### src/rtl/ctrl_stage_pkg.sv
package ctrl_stage_pkg;

  localparam logic [1:0] ALUOP_ADD  = 2'b00;
  localparam logic [1:0] ALUOP_SUB  = 2'b01;
  localparam logic [1:0] ALUOP_FUNC = 2'b10;

  typedef struct packed {
    logic       reg_dst;
    logic [1:0] alu_op;
    logic       alu_src;
  } ex_ctl_t;

  typedef struct packed {
    logic branch;
    logic mem_read;
    logic mem_write;
  } mem_ctl_t;

  typedef struct packed {
    logic mem_to_reg;
    logic reg_write;
  } wb_ctl_t;

  localparam int EX_CTL_W  = $bits(ex_ctl_t);
  localparam int MEM_CTL_W = $bits(mem_ctl_t);
  localparam int WB_CTL_W  = $bits(wb_ctl_t);

endpackage

### src/rtl/ctrl_decode.sv
module ctrl_decode
  import ctrl_stage_pkg::*;
#(
  parameter int                    OPCODE_W = 6,
  parameter logic [OPCODE_W-1:0]   OP_ALU   = 6'h00,
  parameter logic [OPCODE_W-1:0]   OP_LOAD  = 6'h23,
  parameter logic [OPCODE_W-1:0]   OP_STORE = 6'h2b,
  parameter logic [OPCODE_W-1:0]   OP_BEQ   = 6'h04
) (
  input  logic [OPCODE_W-1:0] opcode,
  output ex_ctl_t             ex_ctl,
  output mem_ctl_t            mem_ctl,
  output wb_ctl_t             wb_ctl
);

  always_comb begin
    ex_ctl  = '0;
    mem_ctl = '0;
    wb_ctl  = '0;
    if (opcode == OP_ALU) begin
      ex_ctl.reg_dst   = 1'b1;
      ex_ctl.alu_op    = ALUOP_FUNC;
      wb_ctl.reg_write = 1'b1;
    end else if (opcode == OP_LOAD) begin
      ex_ctl.alu_src    = 1'b1;
      ex_ctl.alu_op     = ALUOP_ADD;
      mem_ctl.mem_read  = 1'b1;
      wb_ctl.mem_to_reg = 1'b1;
      wb_ctl.reg_write  = 1'b1;
    end else if (opcode == OP_STORE) begin
      ex_ctl.alu_src    = 1'b1;
      ex_ctl.alu_op     = ALUOP_ADD;
      mem_ctl.mem_write = 1'b1;
    end else if (opcode == OP_BEQ) begin
      ex_ctl.alu_op  = ALUOP_SUB;
      mem_ctl.branch = 1'b1;
    end
  end

endmodule

### src/rtl/ctrl_pipe_reg.sv
module ctrl_pipe_reg #(
  parameter int W = 8
) (
  input  logic         clk,
  input  logic         rst,
  input  logic [W-1:0] d,
  output logic [W-1:0] q
);

  always_ff @(posedge clk) begin
    if (rst) q <= '0;
    else     q <= d;
  end

endmodule

### src/rtl/dest_select.sv
module dest_select #(
  parameter int REG_W = 5
) (
  input  logic             use_rd,
  input  logic [REG_W-1:0] rt,
  input  logic [REG_W-1:0] rd,
  output logic [REG_W-1:0] dest
);

  assign dest = use_rd ? rd : rt;

endmodule

### src/rtl/ctrl_stager.sv
module ctrl_stager
  import ctrl_stage_pkg::*;
#(
  parameter int                    OPCODE_W = 6,
  parameter int                    REG_W    = 5,
  parameter logic [OPCODE_W-1:0]   OP_ALU   = 6'h00,
  parameter logic [OPCODE_W-1:0]   OP_LOAD  = 6'h23,
  parameter logic [OPCODE_W-1:0]   OP_STORE = 6'h2b,
  parameter logic [OPCODE_W-1:0]   OP_BEQ   = 6'h04
) (
  input  logic                clk,
  input  logic                rst,
  input  logic [OPCODE_W-1:0] id_opcode,
  input  logic [REG_W-1:0]    id_rt,
  input  logic [REG_W-1:0]    id_rd,
  input  logic                alu_zero,
  output logic                ex_reg_dst,
  output logic [1:0]          ex_alu_op,
  output logic                ex_alu_src,
  output logic                mem_branch,
  output logic                mem_read,
  output logic                mem_write,
  output logic                mem_pc_src,
  output logic                wb_mem_to_reg,
  output logic                wb_reg_write,
  output logic [REG_W-1:0]    wb_dest
);

  // Each register is narrower than the one before it: groups drop off once used.
  localparam int IDEX_W  = EX_CTL_W + MEM_CTL_W + WB_CTL_W + 2 * REG_W;
  localparam int EXMEM_W = MEM_CTL_W + WB_CTL_W + REG_W + 1;
  localparam int MEMWB_W = WB_CTL_W + REG_W;

  // decode
  ex_ctl_t  d_ex;
  mem_ctl_t d_mem;
  wb_ctl_t  d_wb;

  ctrl_decode #(
    .OPCODE_W(OPCODE_W), .OP_ALU(OP_ALU), .OP_LOAD(OP_LOAD),
    .OP_STORE(OP_STORE), .OP_BEQ(OP_BEQ)
  ) u_decode (
    .opcode (id_opcode),
    .ex_ctl (d_ex),
    .mem_ctl(d_mem),
    .wb_ctl (d_wb)
  );

  // ID/EX: all three groups plus both destination candidates
  logic [IDEX_W-1:0] idex_d, idex_q;
  ex_ctl_t           x_ex;
  mem_ctl_t          x_mem;
  wb_ctl_t           x_wb;
  logic [REG_W-1:0]  x_rt, x_rd, x_dest;

  assign idex_d = {d_ex, d_mem, d_wb, id_rt, id_rd};

  ctrl_pipe_reg #(.W(IDEX_W)) u_idex (
    .clk(clk), .rst(rst), .d(idex_d), .q(idex_q)
  );

  assign {x_ex, x_mem, x_wb, x_rt, x_rd} = idex_q;

  dest_select #(.REG_W(REG_W)) u_dest (
    .use_rd(x_ex.reg_dst), .rt(x_rt), .rd(x_rd), .dest(x_dest)
  );

  // EX/MEM: memory and write-back groups, chosen destination, zero flag
  logic [EXMEM_W-1:0] exmem_d, exmem_q;
  mem_ctl_t           m_mem;
  wb_ctl_t            m_wb;
  logic [REG_W-1:0]   m_dest;
  logic               m_zero;

  assign exmem_d = {x_mem, x_wb, x_dest, alu_zero};

  ctrl_pipe_reg #(.W(EXMEM_W)) u_exmem (
    .clk(clk), .rst(rst), .d(exmem_d), .q(exmem_q)
  );

  assign {m_mem, m_wb, m_dest, m_zero} = exmem_q;

  // MEM/WB: write-back group and destination only
  logic [MEMWB_W-1:0] memwb_d, memwb_q;
  wb_ctl_t            w_wb;
  logic [REG_W-1:0]   w_dest;

  assign memwb_d = {m_wb, m_dest};

  ctrl_pipe_reg #(.W(MEMWB_W)) u_memwb (
    .clk(clk), .rst(rst), .d(memwb_d), .q(memwb_q)
  );

  assign {w_wb, w_dest} = memwb_q;

  // stage outputs
  assign ex_reg_dst    = x_ex.reg_dst;
  assign ex_alu_op     = x_ex.alu_op;
  assign ex_alu_src    = x_ex.alu_src;
  assign mem_branch    = m_mem.branch;
  assign mem_read      = m_mem.mem_read;
  assign mem_write     = m_mem.mem_write;
  assign mem_pc_src    = m_mem.branch & m_zero;
  assign wb_mem_to_reg = w_wb.mem_to_reg;
  assign wb_reg_write  = w_wb.reg_write;
  assign wb_dest       = w_dest;

  // Goes high one edge after reset is released, so $past below sees defined state.
  logic armed;
  always_ff @(posedge clk) begin
    if (rst) armed <= 1'b0;
    else     armed <= 1'b1;
  end

  p_mem_follows_ex_r4: assert property (@(posedge clk) disable iff (rst)
    armed |-> ({mem_branch, mem_read, mem_write} == $past(x_mem)));

  p_wb_follows_mem_r5: assert property (@(posedge clk) disable iff (rst)
    armed |-> ({wb_mem_to_reg, wb_reg_write} == $past(m_wb)));

  p_dest_follows_r6: assert property (@(posedge clk) disable iff (rst)
    armed |-> (wb_dest == $past(x_dest, 2)) || !$past(armed));

  p_pc_src_r7: assert property (@(posedge clk) disable iff (rst)
    armed |-> (mem_pc_src == ($past(x_mem.branch) && $past(alu_zero))));

  p_one_mem_action_r1: assert property (@(posedge clk) disable iff (rst)
    $onehot0({mem_branch, mem_read, mem_write}));

endmodule

### config.mk
export PLATFORM = sky130hd
export DESIGN_NAME = ctrl_stager
export DESIGN_NICKNAME = d
export VERILOG_FILES = /design/src/rtl/ctrl_stage_pkg.sv /design/src/rtl/ctrl_decode.sv /design/src/rtl/ctrl_pipe_reg.sv /design/src/rtl/dest_select.sv /design/src/rtl/ctrl_stager.sv
export SDC_FILE = /design/constraint.sdc
export NUM_CORES = 1
export LEC_CHECK = 0
export CELL_PAD_IN_SITES_DETAIL_PLACEMENT = 2
export CELL_PAD_IN_SITES_GLOBAL_PLACEMENT = 2
export CORE_MARGIN = 3
export CORE_UTILIZATION = 30
export CTS_CLUSTER_SIZE = 14
export DETAILED_ROUTE_END_ITERATION = 10
export PLACE_DENSITY = 0.88
export SYNTH_ARGS = -nofsm -noshare
export SYNTH_HDL_FRONTEND = slang
export SYNTH_HIERARCHICAL = 1
export SYNTH_SLANG_ARGS = --single-unit
### constraint.sdc
create_clock -name clk -period 1.6 [get_ports clk]
set_input_delay 0.48 -clock clk [delete_from_list [all_inputs] [get_ports clk]]
set_output_delay 0.48 -clock clk [all_outputs]
set_load 0.02 [all_outputs]
## Yosys cells after proc, flatten, opt, wreduce, memory -nomap -nowiden

Index checks and enable logic that the tools add are counted.

| word-level totals | value |
|---|---|
| flip-flop bits (word level) | 37 |
| input port bits | 19 |
| output and inout bits | 15 |
| word-level logic and storage cells | 25 |

| operators by class | value |
|---|---|
| equality and inequality tests | 3 |
| multiplexer cells | 11 |
| bitwise gates (word level) | 1 |
| reductions and logical operators | 4 |

Operators by type and width:

| cell | count |
|---|---|
| 6-bit equality test, second input constant | 2 |
| 6-bit by 3-bit equality test with 1-bit output, second input constant | 1 |
| 6-bit logical NOT | 1 |
| 1-bit 2-to-1 mux | 6 |
| 2-bit 2-to-1 mux | 3 |
| 5-bit 2-to-1 mux | 1 |
| 4-bit OR reduction | 1 |
| 3-bit 2-to-1 mux | 1 |
| 3-bit OR reduction | 1 |
| 2-bit OR reduction | 1 |
| 1-bit AND | 1 |

## Longest topological paths before layout

Gate-level depths: netlist of run 1.

| logic depth | value |
|---|---|
| depth in word-level cells | 5 |
| depth in mapped cells | 4 |
| mapped depth without buffers | 3 |

## By module

The synthesis of run 1 kept the hierarchy.

By module, submodules not included:

| module | times used | cells an instance | area an instance (um2) | sequential area each (um2) |
|---|---|---|---|---|
| ctrl_pipe_reg (u_idex) | 1 | 39 | 516.7 | 380.4 |
| ctrl_pipe_reg (u_exmem) | 1 | 23 | 337.8 | 220.2 |
| ctrl_pipe_reg (u_memwb) | 1 | 14 | 183.9 | 140.1 |
| ctrl_decode | 1 | 12 | 100.1 | 0.0 |
| dest_select | 1 | 5 | 56.3 | 0.0 |
| ctrl_stager | 1 | 1 | 6.3 | 0.0 |

## Worst setup path after synthesis of run 1

OpenSTA, ideal clock, no wires.

| timing path | value |
|---|---|
| path kind | input port to flip-flop |
| start | input id_opcode[0] |
| end | register u_idex.q[14] |
| setup time | 0.065 ns |
| data arrival time | 1.365 ns |
| data required time | 1.535 ns |
| path slack | 0.170 ns |
| stages on the path | 4 |
| path buffers | 1 |
| cells stage by stage | or3_4 -> nor4b_2 -> buf_4 -> nor2b_1 |

| between the ends | value |
|---|---|
| word-level cells in the longest chain between the ends | 2 |
| elaborated cells between the ends (all ways) | 6 |
| those cells by class | eq/ne (3); mux (1); reduce/logical (2) |

Ends and longest elaborated chain:

| what | line | source |
|---|---|---|
| start: declaration | ctrl_stager.sv:13 | `input logic [OPCODE_W-1:0] id_opcode,` |
| 6-bit equality test, or another cell as far along | ctrl_decode.sv:30 | `end else if (opcode == OP_STORE) begin` |
| 4-bit OR reduction (no source line) / 1-bit 2-to-1 mux (equally long branches) | - |  |
| end signal: assignment | ctrl_pipe_reg.sv:11 | `if (rst) q <= '0;` |
| end signal: assignment | ctrl_pipe_reg.sv:12 | `else q <= d;` |
| end: declaration | ctrl_pipe_reg.sv:7 | `output logic [W-1:0] q` |

Several ways; a longest one is shown, not always the timed one.
A chain may end at the register's enable or synchronous reset.

## Worst setup path in the final report of run 1

| timing path | value |
|---|---|
| start | register u_exmem.q[10] |
| end | output mem_pc_src |

| between the ends | value |
|---|---|
| word-level cells in the longest chain between the ends | 1 |

Ends and longest elaborated chain:

| what | line | source |
|---|---|---|
| start: declaration | ctrl_pipe_reg.sv:7 |  |
| start signal: assignment | ctrl_pipe_reg.sv:11 |  |
| start signal: assignment | ctrl_pipe_reg.sv:12 |  |
| 1-bit AND | ctrl_stager.sv:103 | `assign mem_pc_src = m_mem.branch & m_zero;` |
| end: declaration | ctrl_stager.sv:23 | `output logic mem_pc_src,` |

Every way passes these cells.

==> flow_summary.toml, run 1 <==
[timing]
rsz_0062_raised_after_global_routing = "false"
min_period_over_period_pct = 96.2
timing.final.max_slew_violations = 0
highest_clock_rate_mhz = 650
tightest_slew_ps = 285
max_slew_headroom_pct = 80.8
timing.final.crit_period_ps = 1540
final_setup_violations = 0
final.setup_skew_ps = 6.49
timing_hold_violations_final = 0

[synthesis]
post_synthesis_compound_gate_area_fraction_pct = 1.25
synth_top_area_cell = "dfxtp_1"
ffs_latches_synth = 37
part_of_the_yosys_area_used_for_sequential_elements_pct = 61.7
synth-xor-area-share_pct = 0
synth_adder_area_share_pct = 0
syn_nets = 113
yosysTopAreaCellShare_pct = 61.7
synthSimpleGateAreaFrac_pct = 29.0
synthesis.yosys.warnings = 6
synth_area_per_cell_sq_um = 12.8
netlist_instances = 94
largest_family_of_logic_cells_by_synthesized_area = "simple AND/OR/NAND/NOR gates"
synth.distinct_cells = 19
mappedNetlistArea_sq_um = 1200
muxShareOfSynthArea_pct = 4.69
cells_taking_the_most_area_after_synthesis = "dfxtp_1 (62%), nor2b_1 (9.4%), nor2b_2 (5.8%)"

[routing]
detail_route.wirelength_um = 2440
post_drt_via_cell_ratio = 4.15
detailedRoute.firstIterationViolations = 9
drt.antenna.violating_nets = 0
firstDrtPassIters = 2
routed-via-count = 760
drc = 0
routed_wire_length_per_instance_um = 13.3

[clock_network]
total_number_of_h_tree_levels = 2
root_buffer = "clkbuf_8"
cts-hold-fix-buffers = 0
clock_sinks = 37
post_cts.repair.setup_buffers = 0
cts_max_path_buffers = 2
worstSkewPairLatency_ps = 280
cts_inserted_buffers = 5
cts_clock_pin_slew_for_the_worst_setup_and_hold_paths_ps = 60
clock_tree_from_tritoncts = "yes"

[run]
max-cap-violations = 0

[global_route]
grtUsageMet3_pct = 5.07
grt_max_degree = 31
grt_pass1_vias = 841
grt_usage_pct = 11.1
grt_pass1_wl_um = 4030
grt_antenna_before_repair = 0
top_usage_layer = "met2"
grt.met1_usage_pct = 9.68
global_route_track_usage_on_met2_pct = 21.8
grt_remaining_overflow = 0

[layout]
diodes = 0
areaGrowthSynthToFinish_pct = 40.7
final.fill_count = 395
final-instance-count-excl-fill = 183
fraction_of_layout_instances_using_a_drive_strength_above_1_pct = 23.0
nets = 154

[die]
fp.coreArea_sq_um = 3770
die_w_um = 69.3
total_die_area_sq_um = 4800
placement_rows = 22
num_io_pins = 34
die_y_um = 69.3
initial_utilization_pct = 31.9

[critical_path]
arrival_ps = 1060
cp-end-kind = "primary output"
critical_path.startpoint_type = "flip-flop"
timing.setup.critical_path_class = "flip-flop to primary output"
critical_path.max_fanout = 2
cp_data_required_time_ps = 1120

[placement]
dpl.hpwl_um = 1900
place_inst = 176
portBuffers = 33
place_congestion = 0.653

[run_status]
status = "finished clean"

[hold_path]
hold_class = "flip-flop to flip-flop"

[power_and_ir_drop]
powerDensity_nw_per_um2 = 1010
power.leakage_nw = 0.747
worst_vdd_drop_mv = 0.431
post-layout-total-power_mw = 1.71
-- metrics by stage --
| stage | setup slack [ps] | utilization [%] | TNS [ps] | cell area (sq um) | hold slack, ps |
|---|---|---|---|---|---|
| finish | 60.7 | 44.8 | 0 | 1690 | 441 |
| global route | 7.77 | 44.8 | 0 | 1690 | 464 |
| global placement | -221 | 42.6 | -986 | 1610 | 419 |
| floorplan | 170 | - | 0 | 1200 | 414 |
| CTS | 6.31 | 44.7 | 0 | 1680 | 446 |
| detailed placement | -326 | 42.6 | -1700 | 1610 | 430 |
-- layout by cell type, fill, tap and decap left out, types with 2 or more instances in the layout --
| cell type | netlist | routed |
|---|---|---|
| dlygate4sd2_1 | 0 | 14 |
| dfxtp_1 | 37 | 37 |
| mux2_2 | 5 | 5 |
| nor2b_4 | 2 | 2 |
| clkbuf_8 | 0 | 6 |
| and2b_1 | 8 | 8 |
| nor2b_2 | 8 | 8 |
| clkdlybuf4s50_1 | 0 | 16 |
| dlymetal6s2s_1 | 0 | 2 |
| nor2b_1 | 18 | 18 |
| buf_4 | 4 | 5 |
-- worst paths after layout --
path	startpoint	to	slack, ps	depth (start not counted)
setup / recovery	u_exmem/q[10]	mem_pc_src	60	2
hold / removal	u_exmem/q[5]	u_memwb/q[4]	440	1
setup reg to reg	u_idex/q[18]	u_exmem/q[5]	490	3
hold reg to reg	u_exmem/q[5]	u_memwb/q[4]	440	1
-- area by class of cell --
class	instances	area [sq um]	area share (%)
well taps	48	60.1	3.55
repair buffers	39	375	22.2
clock buffers	7	86.3	5.11
flip-flops and latches	37	741	43.8
multi-input cells	52	428	25.3
-- registers in the layout, indices dropped and copies added (netlist names) --
signal / count
u_exmem/q: 11
u_idex/q: 19
u_memwb/q: 7
-- cell usage after synthesis --
library cell / count
nor2b_4: 2
buf_4: 4
nand3_1: 1
buf_6: 1
nor2b_2: 8
nor2_1: 1
mux2_2: 5
and2b_2: 1
nor3b_1: 1
dfxtp_1: 37
and2b_1: 8
nor2b_1: 18
nor4_1: 1
a2111oi_2: 1
nor4b_2: 1
or3_4: 1
nand4b_1: 1
and2_1: 1
nor3_1: 1
-- critical path: stages, from the launching register on --
cell	delay (ps)
dfxtp_1	340
and2_1	140
clkdlybuf4s15_1	310
-- where the power goes --
part           internal [mW]  leakage (nW)  switching, mW
combinational         0.0802         0.401         0.0499
sequential             0.946         0.302        0.00510
clock                  0.341        0.0443          0.290
-- routing by layer --
| layer | up-vias | wire (um) |
|---|---|---|
| met5 | - | 0 |
| met4 | 0 | 29 |
| met3 | 3 | 131 |
| met2 | 20 | 1420 |
| met1 | 361 | 855 |
| li1 | 376 | - |
-- what timing repair did --
item / 4_1_cts / 5_1_grt
setup endpoints to repair: 18 / 5
resized for setup: 16 / 3
pin swaps: 1 / 1
-- cell families after synthesis --
group / after synthesis
AOI/OAI and AO/OA: 1
buffers and inverters: 5
DFF: 37
muxes: 5
and+or+nand+nor: 46
Power figures use the tool's default switching activity.
==> run 2: changes to the inputs <==
- MAX_ROUTING_LAYER: default -> met4
==> flow_summary.toml, run 2 (same netlist as run 1, synthesis figures left out) <==
[run_status]
status = "finished clean"

[timing]
min_period_over_period_pct = 96.2
highest_clock_rate_mhz = 650
final.setup_skew_ps = 6.50
final_setup_violations = 0
worst_slack_ps = 60.5
timing.final.crit_period_ps = 1540
tightest_slew_ps = 285
rsz_0062_raised_after_global_routing = "false"
timing_hold_violations_final = 0
timing.final.max_slew_violations = 0
max_slew_headroom_pct = 80.8

[critical_path]
origin_of_the_critical_flop_to_flop_path = "u_idex/q[18]"
critical_path.max_fanout = 2
timing.critical_path.slowest_stage_cell = "dfxtp_1"
arrival_ps = 1060
timing.reg2reg.setup_slack_ps = 490
worst_r2r_path_depth = 3
timing.setup.critical_path_class = "flip-flop to primary output"
cpPeakStageDelay_ps = 340
cp-end-kind = "primary output"
timing.rr.end = "u_exmem/q[5]"
path_cells = "and2_1 > clkdlybuf4s15_1"
critical_path.startpoint_type = "flip-flop"
cp_data_required_time_ps = 1120

[routing]
routed_wire_length_per_instance_um = 13.3
drt.antenna.violating_nets = 0
firstDrtPassIters = 2
detailedRoute.firstIterationViolations = 8
drc = 0
routed-via-count = 762
post_drt_via_cell_ratio = 4.16
detail_route.wirelength_um = 2440

[clock_network]
clock_sinks = 37
post_cts.repair.setup_buffers = 0
cts_inserted_buffers = 5
total_number_of_h_tree_levels = 2
worstSkewPairLatency_ps = 280
clock_tree_from_tritoncts = "yes"
cts-hold-fix-buffers = 0
root_buffer = "clkbuf_8"
cts_clock_pin_slew_for_the_worst_setup_and_hold_paths_ps = 60
cts_max_path_buffers = 2

[layout]
mostFrequentLayoutCells = "dfxtp_1 (37), nor2b_1 (18), clkdlybuf4s50_1 (16)"
largest_register_ff_count = 19
registers.top_by_ff_count = "u_idex/q"
areaGrowthSynthToFinish_pct = 40.7
diodes = 0
fraction_of_layout_instances_using_a_drive_strength_above_1_pct = 23.0
layout_top_registers = "u_idex/q: 19 flops, u_exmem/q: 11 flops, u_memwb/q: 7 flops"
final_util_pct = 44.8
nets = 154
final_cell_area_excluding_filler_cells_sq_um = 1690
most_common_cell_after_layout_fill_and_taps_aside = "dfxtp_1"

[hold_path]
worst_hold_path_startpoint = "u_exmem/q[5]"
hold_class = "flip-flop to flip-flop"
min_delay_worst_endpoint = "u_memwb/q[4]"
hold-path-cell-count = 1

[global_route]
grt_remaining_overflow = 0
grt_antenna_before_repair = 0
grt_max_degree = 31
grt_pass1_wl_um = 4030
grt_usage_pct = 11.4
grt_pass1_vias = 841

[placement]
place_congestion = 0.659
dpl.hpwl_um = 1900
postPlaceCellArea_sq_um = 1610
post_placement_worst_setup_slack_ps = -326
portBuffers = 33

[die]
num_io_pins = 34
placement_rows = 22
fp.coreArea_sq_um = 3770
initial_utilization_pct = 31.9
die_y_um = 69.3
die_w_um = 69.3
total_die_area_sq_um = 4800

[run]
max-cap-violations = 0

[power_and_ir_drop]
post-layout-total-power_mw = 1.71
powerDensity_nw_per_um2 = 1010
worst_vdd_drop_mv = 0.431
power.leakage_nw = 0.747
## run 2: critical path: cells and delay by family, from the launching register on
family,cells,cell delay (ps)
DFF,1,340
buffers and inverters,1,310
and+or+nand+nor,1,140
## run 2: what timing repair did
action,4_1_cts,5_1_grt
setup endpoints to repair,18,5
cloned,0,0
resized for setup,16,3
pin swaps,1,1
## run 2: layout make-up
class | instances | area [sq um]
multi-input combinational | 52 | 428
clock buffer | 7 | 86.3
fill | 395 | 2080
sequential | 37 | 741
timing repair buffer | 39 | 375
tap | 48 | 60.1
## run 2: per-stage QoR
| stage | instances | setup TNS, ps | hold slack (ps) |
|---|---|---|---|
| after CTS | 183 | 0 | 446 |
| final | 183 | 0 | 441 |
| after floorplan | 94 | 0 | 414 |
| after detailed placement | 176 | -1700 | 430 |
| after global placement | 176 | -986 | 419 |
| after global routing | 183 | 0 | 464 |
## run 2: power breakdown
part	total [mW]	switching, mW	leakage (nW)	internal (mW)
clock	0.632	0.290	0.0443	0.341
sequential	0.952	0.00510	0.302	0.946
combinational	0.130	0.0499	0.401	0.0802
total	1.71	0.345	0.747	1.37
## run 2: worst max path at each step
| stage | start | end | slack [ps] | cells after the start |
|---|---|---|---|---|
| after floorplan | id_opcode[0] | u_idex/q[14] | 170 | 4 |
| after global placement | id_opcode[0] | u_idex/q[10] | -220 | 4 |
| after detailed placement | id_opcode[0] | u_idex/q[14] | -330 | 4 |
| after CTS | u_exmem/q[10] | mem_pc_src | 6 | 2 |
| after global routing | id_opcode[5] | u_idex/q[10] | 8 | 4 |
| final | u_exmem/q[10] | mem_pc_src | 60 | 2 |
## run 2: routing by layer
metal / GRT usage [%] / share of wire [%] / vias to the layer above
li1: - / - / 376
met5: - / 0 / -
met1: 9.77 / 35 / 363
met4: 3.90 / 1.2 / 0
met2: 21.8 / 58 / 20
met3: 4.93 / 5.2 / 3
==> run 3: changes to the inputs <==
- REMOVE_ABC_BUFFERS: default -> 1
- SKIP_LAST_GASP: default -> 1
==> flow_summary.toml, run 3 (same netlist as run 1, synthesis figures left out) <==
[global_route]
top_usage_layer = "met2"
grt_antenna_before_repair = 0
grt_max_degree = 32
grt_pass1_vias = 863
grt.met1_usage_pct = 10.7
grt_remaining_overflow = 0
grt_pass1_wl_um = 3890
grt_usage_pct = 11.0
grtUsageMet3_pct = 3.77
global_route_track_usage_on_met2_pct = 18.5

[die]
fp.coreArea_sq_um = 3770
num_io_pins = 34
die_y_um = 69.3
initial_utilization_pct = 31.9
placement_rows = 22
die_w_um = 69.3
total_die_area_sq_um = 4800

[timing]
timing_hold_violations_final = 0
final_setup_violations = 0
max_slew_headroom_pct = 79.5
min_period_over_period_pct = 98.8
timing.final.crit_period_ps = 1580
timing.final.max_slew_violations = 0
rsz_0062_raised_after_global_routing = "true"
tightest_slew_ps = 307
final.setup_skew_ps = 5.06
highest_clock_rate_mhz = 632

[clock_network]
cts-hold-fix-buffers = 0
clock_tree_from_tritoncts = "yes"
cts_clock_pin_slew_for_the_worst_setup_and_hold_paths_ps = 60
cts_inserted_buffers = 5
root_buffer = "clkbuf_8"
cts_max_path_buffers = 2
total_number_of_h_tree_levels = 2
worstSkewPairLatency_ps = 280
clock_sinks = 37

[critical_path]
path_delay_family = "simple AND/OR/NAND/NOR gates"
timing.critical_path.buf_inv = 1
cp-end-kind = "flip-flop"
cpPeakStageDelay_ps = 440
path_cells = "clkdlybuf4s50_1 > or3_4 > a2111oi_4 > nor2b_1"
timing.critical_path.slowest_stage_cell = "or3_4"
critical_path.startpoint_type = "input pin"
timing.setup.critical_path_class = "input pin to flip-flop"
cp_data_required_time_ps = 1820
arrival_ps = 1800
critical_path.max_fanout = 3

[routing]
routed-via-count = 764
routed_wire_length_per_instance_um = 12.5
drc = 0
drt.antenna.violating_nets = 0
detailedRoute.firstIterationViolations = 28
post_drt_via_cell_ratio = 4.15
firstDrtPassIters = 3
detail_route.wirelength_um = 2310

[layout]
fraction_of_layout_instances_using_a_drive_strength_above_1_pct = 24.3
layout_top_registers = "u_idex/q: 19 flops, u_exmem/q: 11 flops, u_memwb/q: 7 flops"
final_util_pct = 45.1
largest_register_ff_count = 19
areaGrowthSynthToFinish_pct = 41.5
most_common_cell_after_layout_fill_and_taps_aside = "dfxtp_1"
final.fill_count = 379
nets = 154
mostFrequentLayoutCells = "dfxtp_1 (37), clkdlybuf4s50_1 (18), nor2b_1 (18)"
final-instance-count-excl-fill = 184
registers.top_by_ff_count = "u_idex/q"
diodes = 0

[placement]
place_congestion = 0.636
portBuffers = 33
place_inst = 176
dpl.hpwl_um = 1710

[power_and_ir_drop]
power.leakage_nw = 0.734
powerDensity_nw_per_um2 = 995
worst_vdd_drop_mv = 0.424

[run]
max-cap-violations = 0

[hold_path]
hold_class = "flip-flop to flip-flop"

[run_status]
status = "finished clean"
## run 3: repair_timing
item / CTS / global route
gates resized for setup: 15 / 3
setup endpoints to repair: 15 / 5
pin swaps: 0 / 1
setup buffers: 0 / 0
## run 3: layer usage
metal  vias up  routed length [um]
met5         -                   0
met2        21                1250
met3         6                 125
li1        376                   -
met4         0                  55
met1       361                 878
## run 3: final timing paths
path,startpoint,to,slack [ps],depth (start not counted)
setup / recovery,id_opcode[5],u_idex/q[10],20,4
hold / removal,u_idex/q[10],u_exmem/q[6],440,1
setup reg to reg,u_idex/q[18],u_exmem/q[4],520,3
hold reg to reg,u_idex/q[10],u_exmem/q[6],440,1
## run 3: cell type report
class                   count  area (sq um)  share of cell area, %
well taps                  48          60.1                   3.53
clock inverters             2          10.0                  0.589
flip-flops and latches     37           741                   43.6
repair buffers             39           369                   21.7
clock buffers               6          72.6                   4.27
multi-input cells          52           447                   26.3
## run 3: power breakdown
group          leakage, nW  internal (mW)  switching, mW
clock               0.0450          0.301          0.305
sequential           0.302          0.946        0.00544
combinational        0.386         0.0817         0.0519
total                0.734           1.33          0.362
## run 3: stage by stage
step | setup TNS, ps | hold WS, ps | total power [mW] | setup slack, ps | instance area (sq um)
floorplan | 0 | 414 | 1.01 | 255 | 1160
global placement | -1130 | 422 | 1.10 | -226 | 1610
detailed placement | -1630 | 426 | 1.11 | -288 | 1610
CTS | 0 | 442 | 1.72 | 9.97 | 1670
global route | -33.3 | 459 | 1.79 | -33.3 | 1700
finish | 0 | 436 | 1.69 | 18.8 | 1700
